**src/rtl/bfp_pkg.sv**
```systemverilog
package bfp_pkg;
  localparam int CNT_W = 6;

  localparam logic [2:0] REG_MODE   = 3'd0;
  localparam logic [2:0] REG_EVENT  = 3'd1;
  localparam logic [2:0] REG_MASK   = 3'd2;
  localparam logic [2:0] REG_TXDATA = 3'd3;
  localparam logic [2:0] REG_RXDATA = 3'd4;

  typedef enum logic [1:0] {
    ACC_BYTE = 2'd0,
    ACC_HALF = 2'd1,
    ACC_WORD = 2'd2,
    ACC_ALT  = 2'd3
  } acc_size_e;

  // flag indices inside the 8-bit flag vector (event word bits 15:8)
  localparam int FL_TNF = 0;
  localparam int FL_RNE = 1;
  localparam int FL_RSV = 2;
  localparam int FL_TXT = 3;
  localparam int FL_RXF = 4;
  localparam int FL_RXT = 5;
  localparam int FL_DON = 6;
  localparam int FL_TXE = 7;

  localparam logic [CNT_W-1:0] TXTHR_RST = 6'd4;
  localparam logic [CNT_W-1:0] RXTHR_RST = 6'd15;

  function automatic logic [2:0] acc_bytes(acc_size_e s);
    case (s)
      ACC_BYTE: acc_bytes = 3'd1;
      ACC_HALF: acc_bytes = 3'd2;
      default:  acc_bytes = 3'd4;
    endcase
  endfunction
endpackage

```
**src/rtl/bfp_byte_fifo.sv**
```systemverilog
module bfp_byte_fifo #(
  parameter int DEPTH      = 32,
  parameter int BANKS      = 4,
  parameter int PUSH_LANES = 4,
  parameter int POP_LANES  = 1
) (
  input  logic                                 clk,
  input  logic                                 rst,
  input  logic                                 push_req,
  input  logic [$clog2(PUSH_LANES+1)-1:0]      push_cnt,
  input  logic [8*PUSH_LANES-1:0]              push_data,
  input  logic                                 pop_req,
  input  logic [$clog2(POP_LANES+1)-1:0]       pop_cnt,
  output logic [8*POP_LANES-1:0]               pop_data,
  output logic [$clog2(DEPTH+1)-1:0]           level
);
  localparam int AW   = $clog2(DEPTH);
  localparam int LW   = $clog2(BANKS);
  localparam int RW   = AW - LW;
  localparam int ROWS = DEPTH / BANKS;
  localparam int CW   = $clog2(DEPTH+1);
  localparam int DW   = 8 * POP_LANES;

  logic [7:0]    mem [BANKS][ROWS];
  logic [AW-1:0] wptr, rptr;
  logic [CW-1:0] level_q, room;
  logic          push_ok, pop_ok;

  assign room    = CW'(DEPTH) - level_q;
  assign push_ok = push_req && (push_cnt != '0) && (CW'(push_cnt) <= room);
  assign pop_ok  = pop_req && (pop_cnt != '0) && (CW'(pop_cnt) <= level_q);
  assign level   = level_q;

  // write steering: byte j of a push lands in bank (wptr+j) mod BANKS
  logic [BANKS-1:0] wen;
  logic [RW-1:0]    wrow  [BANKS];
  logic [7:0]       wbyte [BANKS];

  always_comb begin
    logic [AW-1:0] ws;
    wen = '0;
    for (int b = 0; b < BANKS; b++) begin
      wrow[b]  = '0;
      wbyte[b] = '0;
    end
    for (int j = 0; j < PUSH_LANES; j++) begin
      ws = wptr + AW'(j);
      if (push_ok && (j < int'(push_cnt))) begin
        wen[ws[LW-1:0]]   = 1'b1;
        wrow[ws[LW-1:0]]  = ws[AW-1:LW];
        wbyte[ws[LW-1:0]] = 8'(push_data >> (8 * (int'(push_cnt) - 1 - j)));
      end
    end
  end

  always_ff @(posedge clk) begin
    for (int b = 0; b < BANKS; b++) begin
      if (wen[b]) mem[b][wrow[b]] <= wbyte[b];
    end
  end

  // read gather: oldest byte ends up most significant
  always_comb begin
    logic [AW-1:0] rs;
    pop_data = '0;
    for (int j = 0; j < POP_LANES; j++) begin
      rs = rptr + AW'(j);
      if (pop_ok && (j < int'(pop_cnt)))
        pop_data = (pop_data << 8) | DW'(mem[rs[LW-1:0]][rs[AW-1:LW]]);
    end
  end

  always_ff @(posedge clk) begin
    if (rst) begin
      wptr    <= '0;
      rptr    <= '0;
      level_q <= '0;
    end else begin
      if (push_ok) wptr <= wptr + AW'(push_cnt);
      if (pop_ok)  rptr <= rptr + AW'(pop_cnt);
      level_q <= level_q + (push_ok ? CW'(push_cnt) : '0) - (pop_ok ? CW'(pop_cnt) : '0);
    end
  end

  AST_NO_OVERFLOW: assert property (@(posedge clk) disable iff (rst)
    level_q <= CW'(DEPTH));

  AST_FULL_PUSH_HOLD: assert property (@(posedge clk) disable iff (rst)
    (push_req && (CW'(push_cnt) > room) && !pop_req) |=> (level_q == $past(level_q)));

  AST_SHORT_POP_ZERO: assert property (@(posedge clk) disable iff (rst)
    (pop_req && (CW'(pop_cnt) > level_q)) |-> (pop_data == '0));
endmodule

```
**src/rtl/bfp_event_unit.sv**
```systemverilog
module bfp_event_unit
  import bfp_pkg::*;
#(
  parameter int DEPTH = 32,
  parameter int CW    = 6
) (
  input  logic             clk,
  input  logic             rst,
  input  logic             mode_we,
  input  logic [CNT_W-1:0] tx_thr_in,
  input  logic [CNT_W-1:0] rx_thr_in,
  input  logic             evt_we,
  input  logic [7:0]       evt_clr,
  input  logic             mask_we,
  input  logic [7:0]       mask_in,
  input  logic [CW-1:0]    tx_level,
  input  logic [CW-1:0]    rx_level,
  input  logic             xfer_done,
  output logic [CNT_W-1:0] tx_thr,
  output logic [CNT_W-1:0] rx_thr,
  output logic [7:0]       flags,
  output logic [7:0]       mask,
  output logic             irq
);
  localparam logic [7:0] FLAG_IMPL = 8'hFF & ~(8'h1 << FL_RSV);

  logic [CNT_W-1:0] tx_thr_q, rx_thr_q;
  logic [7:0]       flags_q, mask_q, cond, clr;
  logic [CW-1:0]    tx_free;
  logic             irq_q;

  assign tx_free = CW'(DEPTH) - tx_level;

  always_comb begin
    cond         = '0;
    cond[FL_TXE] = (tx_level == '0);
    cond[FL_DON] = xfer_done;
    cond[FL_RXT] = (rx_level > CW'(rx_thr_q));
    cond[FL_RXF] = (rx_level == CW'(DEPTH));
    cond[FL_TXT] = (tx_free > CW'(tx_thr_q));
    cond[FL_RNE] = (rx_level != '0);
    cond[FL_TNF] = (tx_level != CW'(DEPTH));
  end

  assign clr = evt_we ? evt_clr : 8'h00;

  always_ff @(posedge clk) begin
    if (rst) begin
      tx_thr_q <= TXTHR_RST;
      rx_thr_q <= RXTHR_RST;
      flags_q  <= '0;
      mask_q   <= '0;
      irq_q    <= 1'b0;
    end else begin
      if (mode_we) begin
        tx_thr_q <= tx_thr_in;
        rx_thr_q <= rx_thr_in;
      end
      if (mask_we) mask_q <= mask_in & FLAG_IMPL;
      flags_q <= ((flags_q & ~clr) | cond) & FLAG_IMPL;
      irq_q   <= |(flags_q & mask_q);
    end
  end

  assign tx_thr = tx_thr_q;
  assign rx_thr = rx_thr_q;
  assign flags  = flags_q;
  assign mask   = mask_q;
  assign irq    = irq_q;

  AST_DONE_SETS: assert property (@(posedge clk) disable iff (rst)
    xfer_done |=> flags_q[FL_DON]);

  AST_IRQ_RAISE: assert property (@(posedge clk) disable iff (rst)
    (|(flags_q & mask_q)) |=> irq_q);

  AST_IRQ_QUIET: assert property (@(posedge clk) disable iff (rst)
    !(|(flags_q & mask_q)) |=> !irq_q);

  AST_RSV_ZERO: assert property (@(posedge clk) disable iff (rst)
    !flags_q[FL_RSV]);
endmodule

```
**src/rtl/byte_fifo_pair.sv**
```systemverilog
module byte_fifo_pair
  import bfp_pkg::*;
#(
  parameter int DEPTH = 32,
  parameter int BANKS = 4
) (
  input  logic        clk,
  input  logic        rst,
  input  logic        bus_valid,
  input  logic        bus_write,
  input  logic [2:0]  bus_addr,
  input  logic [1:0]  bus_size,
  input  logic [31:0] bus_wdata,
  output logic [31:0] bus_rdata,
  output logic        bus_rvalid,
  input  logic        tx_take,
  output logic [7:0]  tx_byte,
  output logic        tx_byte_valid,
  input  logic        rx_strobe,
  input  logic [7:0]  rx_byte,
  input  logic        xfer_done,
  output logic        irq
);
  localparam int CW = $clog2(DEPTH+1);

  logic [2:0]       acc_n;
  logic             wr, rd;
  logic             tx_push, rx_pop;
  logic [CW-1:0]    tx_level, rx_level;
  logic [7:0]       tx_pop_data;
  logic [31:0]      rx_pop_data;
  logic [CNT_W-1:0] tx_thr, rx_thr;
  logic [7:0]       flags, mask;
  logic [CNT_W-1:0] tx_free_f, rx_cnt_f;
  logic [31:0]      rd_mux;
  logic [7:0]       tx_byte_q;
  logic             tx_byte_vq;

  assign acc_n   = acc_bytes(acc_size_e'(bus_size));
  assign wr      = bus_valid && bus_write;
  assign rd      = bus_valid && !bus_write;
  assign tx_push = wr && (bus_addr == REG_TXDATA);
  assign rx_pop  = rd && (bus_addr == REG_RXDATA);

  bfp_byte_fifo #(
    .DEPTH(DEPTH), .BANKS(BANKS), .PUSH_LANES(4), .POP_LANES(1)
  ) i_tx_fifo (
    .clk(clk), .rst(rst),
    .push_req(tx_push), .push_cnt(acc_n), .push_data(bus_wdata),
    .pop_req(tx_take), .pop_cnt(1'b1), .pop_data(tx_pop_data),
    .level(tx_level)
  );

  bfp_byte_fifo #(
    .DEPTH(DEPTH), .BANKS(BANKS), .PUSH_LANES(1), .POP_LANES(4)
  ) i_rx_fifo (
    .clk(clk), .rst(rst),
    .push_req(rx_strobe), .push_cnt(1'b1), .push_data(rx_byte),
    .pop_req(rx_pop), .pop_cnt(acc_n), .pop_data(rx_pop_data),
    .level(rx_level)
  );

  bfp_event_unit #(.DEPTH(DEPTH), .CW(CW)) i_events (
    .clk(clk), .rst(rst),
    .mode_we(wr && (bus_addr == REG_MODE)),
    .tx_thr_in(bus_wdata[13:8]), .rx_thr_in(bus_wdata[5:0]),
    .evt_we(wr && (bus_addr == REG_EVENT)), .evt_clr(bus_wdata[15:8]),
    .mask_we(wr && (bus_addr == REG_MASK)), .mask_in(bus_wdata[15:8]),
    .tx_level(tx_level), .rx_level(rx_level), .xfer_done(xfer_done),
    .tx_thr(tx_thr), .rx_thr(rx_thr), .flags(flags), .mask(mask), .irq(irq)
  );

  assign tx_free_f = CNT_W'(CW'(DEPTH) - tx_level);
  assign rx_cnt_f  = CNT_W'(rx_level);

  always_comb begin
    case (bus_addr)
      REG_MODE:   rd_mux = {18'b0, tx_thr, 2'b0, rx_thr};
      REG_EVENT:  rd_mux = {2'b0, rx_cnt_f, 2'b0, tx_free_f, flags, 8'h00};
      REG_MASK:   rd_mux = {16'b0, mask, 8'h00};
      REG_RXDATA: rd_mux = rx_pop_data;
      default:    rd_mux = '0;
    endcase
  end

  always_ff @(posedge clk) begin
    if (rst) begin
      bus_rdata  <= '0;
      bus_rvalid <= 1'b0;
      tx_byte_q  <= '0;
      tx_byte_vq <= 1'b0;
    end else begin
      bus_rvalid <= rd;
      if (rd) bus_rdata <= rd_mux;
      tx_byte_vq <= tx_take && (tx_level != '0);
      if (tx_take) tx_byte_q <= tx_pop_data;
    end
  end

  assign tx_byte       = tx_byte_q;
  assign tx_byte_valid = tx_byte_vq;

  AST_RX_DROP_FULL: assert property (@(posedge clk) disable iff (rst)
    (rx_strobe && (rx_level == CW'(DEPTH)) && !rx_pop) |=> (rx_level == CW'(DEPTH)));

  AST_EMPTY_TAKE: assert property (@(posedge clk) disable iff (rst)
    (tx_take && (tx_level == '0)) |=> !tx_byte_valid);
endmodule

```
**config.mk**
```make
export PLATFORM = sky130hd
export DESIGN_NAME = byte_fifo_pair
export DESIGN_NICKNAME = d
export VERILOG_FILES = /design/src/rtl/bfp_pkg.sv /design/src/rtl/bfp_byte_fifo.sv /design/src/rtl/bfp_event_unit.sv /design/src/rtl/byte_fifo_pair.sv
export SDC_FILE = /design/constraint.sdc
export NUM_CORES = 1
export LEC_CHECK = 0
export CORE_MARGIN = 8
export CORE_UTILIZATION = 45
export CTS_BUF_LIST = sky130_fd_sc_hd__clkbuf_2
export CTS_CLUSTER_DIAMETER = 80
export DETAILED_ROUTE_END_ITERATION = 12
export REMOVE_ABC_BUFFERS = 1
export SYNTH_ARGS = -nofsm -noshare
export SYNTH_HDL_FRONTEND = slang
export SYNTH_HIERARCHICAL = 1
export SYNTH_SLANG_ARGS = --single-unit
```
**constraint.sdc**
```tcl
create_clock -name clk -period 4.45 [get_ports clk]
set_input_delay 0.89 -clock clk [delete_from_list [all_inputs] [get_ports clk]]
set_output_delay 0.89 -clock clk [all_outputs]
set_load 0.02 [all_outputs]
```
# [Yosys cells after proc, flatten, opt, wreduce, memory -nomap -nowiden]
# Memory sizes are Yosys's and may differ from the RTL's. A register that Yosys moved wholly into a read port is not among the register bits.
# Cells that the tools add are included.
[word_totals] out_inout_bits=43 in_bits=52 reg_bits=102 ram_bits=512 wordCells=306 mem_count=2
[op_classes] n_reduce_logical=51 bitwise=32 n_shift=4 order_cmp=51 n_eq_ne=7 muxes=123 add_sub_neg=20
[memory_table] name="i_rx_fifo.mem" words=4 width=64 read_ports=4 rd_clocked_by_memory_dff=1 wr=1 line_no="bfp_byte_fifo.sv:24" rtl="logic [7:0] mem [BANKS][ROWS];"
[memory_table] name="i_tx_fifo.mem" words=4 width=64 read_ports=1 rd_clocked_by_memory_dff=1 wr=4 line_no="bfp_byte_fifo.sv:24"
[op_table] op="64-bit two-way mux" n=14
[op_table] op="32-bit two-way mux" n=8
[op_table] op="8-bit two-way mux" n=26
[op_table] op="8-bit demux with 3-bit select" n=8
[op_table] op="64-bit OR reduction" n=3
[op_table] op="32-bit case mux with 4 select lines" n=1
[op_table] op="32-bit by 32-bit >> shifter with 8-bit output" n=4
[op_table] op="8-bit binary-select mux with 3-bit select" n=5
[op_table] op="32-bit bitwise mux" n=3
[op_table] op="8-bit demux with 2-bit select" n=5
[op_table] op="32-bit AND" n=2
[op_table] op="32-bit by 8-bit bitwise OR with 32-bit output" n=2
[op_table] op="12-bit two-way mux" n=5
[op_table] op="29-bit by 3-bit subtractor with 29-bit output, second input constant" n=2
[op_table] op="4-bit >= comparator, second input constant" n=13
[op_table] op="3-bit inverter with 4-bit output" n=13
[op_table] op="1-bit logical AND" n=40
[op_table] op="12-bit bitwise mux" n=3
[op_table] op="4-bit by 1-bit less-than comparator with 1-bit output, second input constant" n=8
[op_table] op="3-bit demux with 2-bit select" n=5
[op_table] op="29-bit by 2-bit subtractor with 29-bit output, second input constant" n=1
[op_table] op="12-bit AND" n=2
[op_table] op="3-bit two-way mux" n=7
[op_table] op="5-bit by 1-bit adder with 5-bit output, second input constant" n=4
[op_table] op="other kinds (39)" n=104

# [Longest topological paths before layout]
[depth] ltp_word=19 mapped_depth=22

# [Hierarchy]
# The synthesis kept the hierarchy.
[modules_own_cells] module="bfp_byte_fifo at i_rx_fifo" seq_area_each_um2=8047.7 area_each_um2=18207.5 cells_per_inst=1180 n_inst=1
[modules_own_cells] module="bfp_byte_fifo at i_tx_fifo" seq_area_each_um2=8047.7 area_each_um2=13869.6 cells_per_inst=946 n_inst=1
[modules_own_cells] module="byte_fifo_pair" seq_area_each_um2=840.8 area_each_um2=2045.7 cells_per_inst=226 n_inst=1
[modules_own_cells] module="bfp_event_unit" seq_area_each_um2=540.5 area_each_um2=1361.3 cells_per_inst=151 n_inst=1

# [Worst setup path before layout]
# OpenSTA, ideal clock, no wires.
[synth_path] kind="input port to flip-flop" start="input port bus_size[0]" end="register i_tx_fifo.level_q[4], in the netlist i_tx_fifo/level[4]" t_arrival_ns=4.582 setup_time_ns=0.128 required_time_ns=4.322 slack_ns=-0.259 stages=20 path_cell_list="nor2_1 buf_2 buf_2 buf_2 inv_1 ha_1 nand3_1 o2111a_1 buf_6 buf_6 nor2_1 nand2_1 ha_1 inv_1 ha_1 fa_1 a21o_1 a21oi_1 xnor2_1 nor2_1"
[synth_via] elab_chain_cells=8 word_cells_on_any_way=10 cone_classes="add/sub: 2; order compare: 1; eq/ne: 1; mux: 2; reduce/logical: 4"
[synth_rtl] element="start: declaration" line_no="byte_fifo_pair.sv:12" rtl="input logic [1:0] bus_size,"
[synth_rtl] element="2-bit by 1-bit equality test with 1-bit output / 2-bit zero test (equally long branches)" line_no="bfp_pkg.sv:31" rtl="case (s)"
[synth_rtl] element="3-bit case mux with 2 select lines (*)" line_no="bfp_pkg.sv:31"
[synth_rtl] element="parallel branches: the longest is 3 deep, another holds 3-bit by 6-bit <= comparator with 1-bit output"
[synth_rtl] element="3-bit two-way mux (*)" line_no="bfp_byte_fifo.sv:81" rtl="level_q <= level_q + (push_ok ? CW'(push_cnt) : '0) - (pop_ok ? CW'(pop_cnt) : '0);"
[synth_rtl] element="6-bit adder (*)" line_no="bfp_byte_fifo.sv:81"
[synth_rtl] element="6-bit subtractor (*)" line_no="bfp_byte_fifo.sv:81"
[synth_rtl] element="end signal: assignment" line_no="bfp_byte_fifo.sv:81"
[synth_rtl] element="end: declaration" line_no="bfp_byte_fifo.sv:26" rtl="logic [CW-1:0] level_q, room;"
# Mark *: on every way between the ends.
# A chain may end at the register's enable or synchronous reset.

# [Worst setup path after layout]
[layout_path] start="register i_rx_fifo.rptr[2]" end="register bus_rdata[12]"
[layout_via] elab_chain_cells=11 word_cells_on_any_way=22 cone_classes="add/sub: 2; mux: 14; bitwise: 6"
[layout_rtl] element="start: declaration" line_no="bfp_byte_fifo.sv:25" rtl="logic [AW-1:0] wptr, rptr;"
[layout_rtl] element="start signal: assignment" line_no="bfp_byte_fifo.sv:80" rtl="if (pop_ok) rptr <= rptr + AW'(pop_cnt);"
[layout_rtl] element="5-bit by 1-bit adder with 5-bit output" line_no="bfp_byte_fifo.sv:67" rtl="rs = rptr + AW'(j);"
[layout_rtl] element="3-bit inverter with 4-bit output (not written as such)" line_no="bfp_byte_fifo.sv:69" rtl="pop_data = (pop_data << 8) | DW'(mem[rs[LW-1:0]][rs[AW-1:LW]]);"
[layout_rtl] element="8-bit binary-select mux with 3-bit select" line_no="bfp_byte_fifo.sv:69"
[layout_rtl] element="8-bit two-way mux (not written as such) (2 in a row)" line_no="bfp_byte_fifo.sv:69"
[layout_rtl] element="16-bit by 8-bit bitwise OR with 16-bit output" line_no="bfp_byte_fifo.sv:69"
[layout_rtl] element="32-bit two-way mux" line_no="bfp_byte_fifo.sv:68" rtl="if (pop_ok && (j < int'(pop_cnt)))"
[layout_rtl] element="32-bit by 8-bit bitwise OR with 32-bit output / 32-bit two-way mux (equally long branches)" line_no="bfp_byte_fifo.sv:69, bfp_byte_fifo.sv:68"
[layout_rtl] element="32-bit two-way mux (*) (2 in a row)" line_no="bfp_byte_fifo.sv:68"
[layout_rtl] element="via rx_pop_data[12]" line_no="byte_fifo_pair.sv:31" rtl="logic [31:0] rx_pop_data;"
[layout_rtl] element="32-bit case mux with 4 select lines (*)" line_no="byte_fifo_pair.sv:77" rtl="case (bus_addr)"
[layout_rtl] element="end signal: assignment" line_no="byte_fifo_pair.sv:94" rtl="if (rd) bus_rdata <= rd_mux;"
[layout_rtl] element="end: declaration" line_no="byte_fifo_pair.sv:14" rtl="output logic [31:0] bus_rdata,"
# Mark *: on every way through the listed nets, which the timed path passes. The rest lies on a longest branch. The select of a mux whose other input is x is not followed.

==> out/qor.txt <==
Status = finished clean
CP Class = reg -> reg
R2r startpoint = i_rx_fifo/rptr[2]$_SDFFE_PP0N_
Commonest non-fill, non-tap cell in the layout = edfxtp_1
Top Ports = 95
Reg2Reg Depth = 12
Synthesis Warnings = 6
RSZ-0062 raised after global routing = false
Crit path cell chain = buf_4, nand3b_1, a41oi_1, buf_4, a211oi_1, nor4_1, buf_4, nor2_1, o21bai_1, mux2i_1, o221ai_1, a22o_1
First-pass GRT wire length = 179,000 um
Clk buf depth = 3
Final hold vios = 0
Clock skew = 0.121 ns
Slew Limit Fails = 0
Fillers = 6,632
Die Y = 297 um
Setup slack, reg-to-reg = 0.40 ns
Critical Path Start = i_rx_fifo/rptr[2]$_SDFFE_PP0N_
Hold depth = 3
Lkg Pwr = 14.4 nW
Grt ovf = 0
Seq/Total Area, Yosys = 0.493
Peak VDD IR = 153 uV
Die Area = 88,100 sq um
Clock power share = 0.323
Most used DFF post-synth = edfxtp_1
Mean Syn Cell Area = 14.2 sq um
Synth Cell Area = 35,500 sq um
R2r endpoint = bus_rdata[12]$_SDFFE_PP0P_
Worst Setup EP = bus_rdata[12]$_SDFFE_PP0P_
Synth cell types = 93
IO Port Bufs = 94
Critical Path RT = 5.73 ns
First-pass iteration count of the detailed router = 6
GRT Overall Usage = 0.271
Slowest stage delay, CP = 0.70 ns
Internal Pwr Total = 8.54 mW
DRC = 0
Commonest cells after routing, fill and taps aside = 512 x edfxtp_1, 351 x mux4_2, 257 x buf_4, 223 x nor2_1, 223 x clkbuf_2
Post-Synthesis Cells = 2,503
Power per cell area = 300 nW/um^2
Post-synth EDFFs = 512
Post-CTS Setup Repair Bufs = 0
Final period utilization = 0.911
Crit path time final = 4.05 ns
Share of post-route cells with drive strength above 1 = 0.319
Detail Route Antenna Nets = 0
Nets = 2,991
Post-cts sizing count = 0
CTS Hold Bufs = 1
Async S/R FF share, synth = 0
Largest net degree at the start of global routing = 105
CP endpoint kind = flip-flop
Num CTS Buffers = 162
Slew headroom = 0.263
Clock Latency Late Sink = 1.38 ns
Clock-pin slew on the worst setup and hold paths = 0.10 ns
CP Max Fanout = 21
Slowest CP cell = a41oi_1
Top cell by count, worst path = buf_4
Routed wl met3 = 14,800 um
CP startpoint kind = flip-flop
Initial core utilization = 0.452
Worst-margin pin slew = 1.10 ns
Metal1 wirelength = 46,500 um
Hold crit path type = in -> reg
Initial antenna violation count = 4
HPWL Detailed = 85,500 um
Vias = 26,481
Core area = 78,500 sq um
Net Sw Frac = 0.301
Fmax = 247 MHz
Seq cells post-synth = 617
Final Setup Violations = 0
Area leader, netlist = edfxtp_1
Vias per inst = 6.58
RD Place Congestion = 0.962
Number of DRC markers in iteration 0 = 3,461
Top Metal Used = met5
Switch Pwr = 3.67 mW
Area Growth Syn to Fin = 14.8%
CTS tree = yes
Synth area leaders = edfxtp_1 43%, mux4_2 22%, dfxtp_1 5.9%, mux2i_1 4.0%, ha_1 2.5%
Vias in the first global route = 26,426
CTS Sinks = 617
DP Worst Slack = -0.176 ns
Flop pwr share = 0.526
Clock root cell = clkbuf_2
Rows = 103
Metal2 WL = 56,600 um
Post-synth top area share = 0.433
DR WL/cell = 30.3 um
Comb pwr share = 0.152
Setup TNS = 0 ns
H-tree depth = 4
Maxcap violations = 0
CP Data Arrival Time = 5.34 ns
DRT Wirelength = 122,000 um
Setup WS post-layout = 0.398 ns
DIE WIDTH = 297 um
power groups by stage:
| stage | combinational [mW] | clock (mW) | sequential (mW) |
|---|---|---|---|
| floorplan | 1.17 | 0 | 6.52 |
| global placement | 1.78 | 0 | 6.54 |
| detailed placement | 1.82 | 0 | 6.54 |
| CTS | 1.83 | 4.06 | 6.41 |
| global route | 2.02 | 4.33 | 6.43 |
| finish | 1.85 | 3.94 | 6.42 |
layout make-up:
cell class,count,area (sq um),area share
repair buffers,371,3270,0.0803
well taps,1050,1310,0.0323
clock buffers,223,1120,0.0274
inverters,64,240,0.00590
flip-flops and latches,617,17500,0.430
diodes,4,10.0,0.000246
multi-input cells,1649,17000,0.417
clock inverters,49,318,0.00780
through the flow:
stage,hold WS [ns],utilization,power (mW),cells,instance area (sq um)
final,0.203,0.519,12.2,4027,40700
after global routing,0.0360,0.519,12.8,4027,40700
after CTS,0.00882,0.519,12.3,4023,40700
after detailed placement,0.445,0.500,8.36,3750,39300
after global placement,0.445,0.500,8.32,3750,39300
after floorplan,0.447,-,7.69,2330,34600
worst max-delay path, delay by kind of cell (launching register included):
family | cells | cell delay, ns
flops | 1 | 0.67
mux | 1 | 0.12
compound gates | 5 | 1.37
simple gates | 3 | 0.80
buf+inv | 3 | 1.02
Yosys cell counts (34+ instances only):
cell and n:
dfxtp_1 105, edfxtp_1 512, o22ai_1 34, nor2_1 224
clkbuf_1 57, a221oi_1 38, nor2b_1 54, mux2i_1 141
nand2_1 147, a22oi_1 57, buf_2 76, ha_1 70
a21oi_1 37, mux4_2 351, nand3_1 34, inv_1 62
flip-flops by register name, summed over array words and instances (netlist names), named ones only:
register	flops
i_tx_fifo/wptr	5
bus_rdata	32
i_events/irq	1
tx_byte	8
bus_rvalid	1
i_rx_fifo/mem	256
i_events/rx_thr	6
i_events/mask	7
i_tx_fifo/mem	256
i_events/tx_thr	6
i_rx_fifo/level	6
i_rx_fifo/rptr	5
i_rx_fifo/wptr	5
tx_byte_valid	1
i_tx_fifo/rptr	5
i_tx_fifo/level	6
i_events/flags	7
cells by family (layout without fill, tap and decap cells):
kind of cell,after synthesis,in the layout,synth area share
adders and majority gates,74,74,0.0269
AOI/OAI and AO/OA,394,394,0.0816
muxes,517,517,0.270
and+or+nand+nor,613,613,0.0843
buffers and inverters,242,707,0.0324
other,2,11,0.000212
xor gates and xnor gates,44,44,0.0115
DFF,617,617,0.493
per-layer routing:
layer	vias up	GRT usage
li1	10954	-
met2	1865	0.426
met5	-	0
met1	13388	0.361
met4	2	0.0931
met3	272	0.0751
how the worst min path moves through the flow:
stage | start | endpoint | slack [ns]
after floorplan | i_tx_fifo/rptr[0]$_SDFFE_PP0P_ | flip-flop | 0.45
after global placement | bus_rdata[16]$_SDFFE_PP0P_ | bus_rdata[16]$_SDFFE_PP0P_ | 0.44
after detailed placement | bus_rdata[17]$_SDFFE_PP0P_ | bus_rdata[17]$_SDFFE_PP0P_ | 0.44
after CTS | xfer_done | i_events/flags[6]$_SDFF_PP0_ | 0.009
after global routing | xfer_done | i_events/flags[6]$_SDFF_PP0_ | 0.04
final | xfer_done | i_events/flags[6]$_SDFF_PP0_ | 0.20
Note: power is estimated with default switching activity, not from simulation.
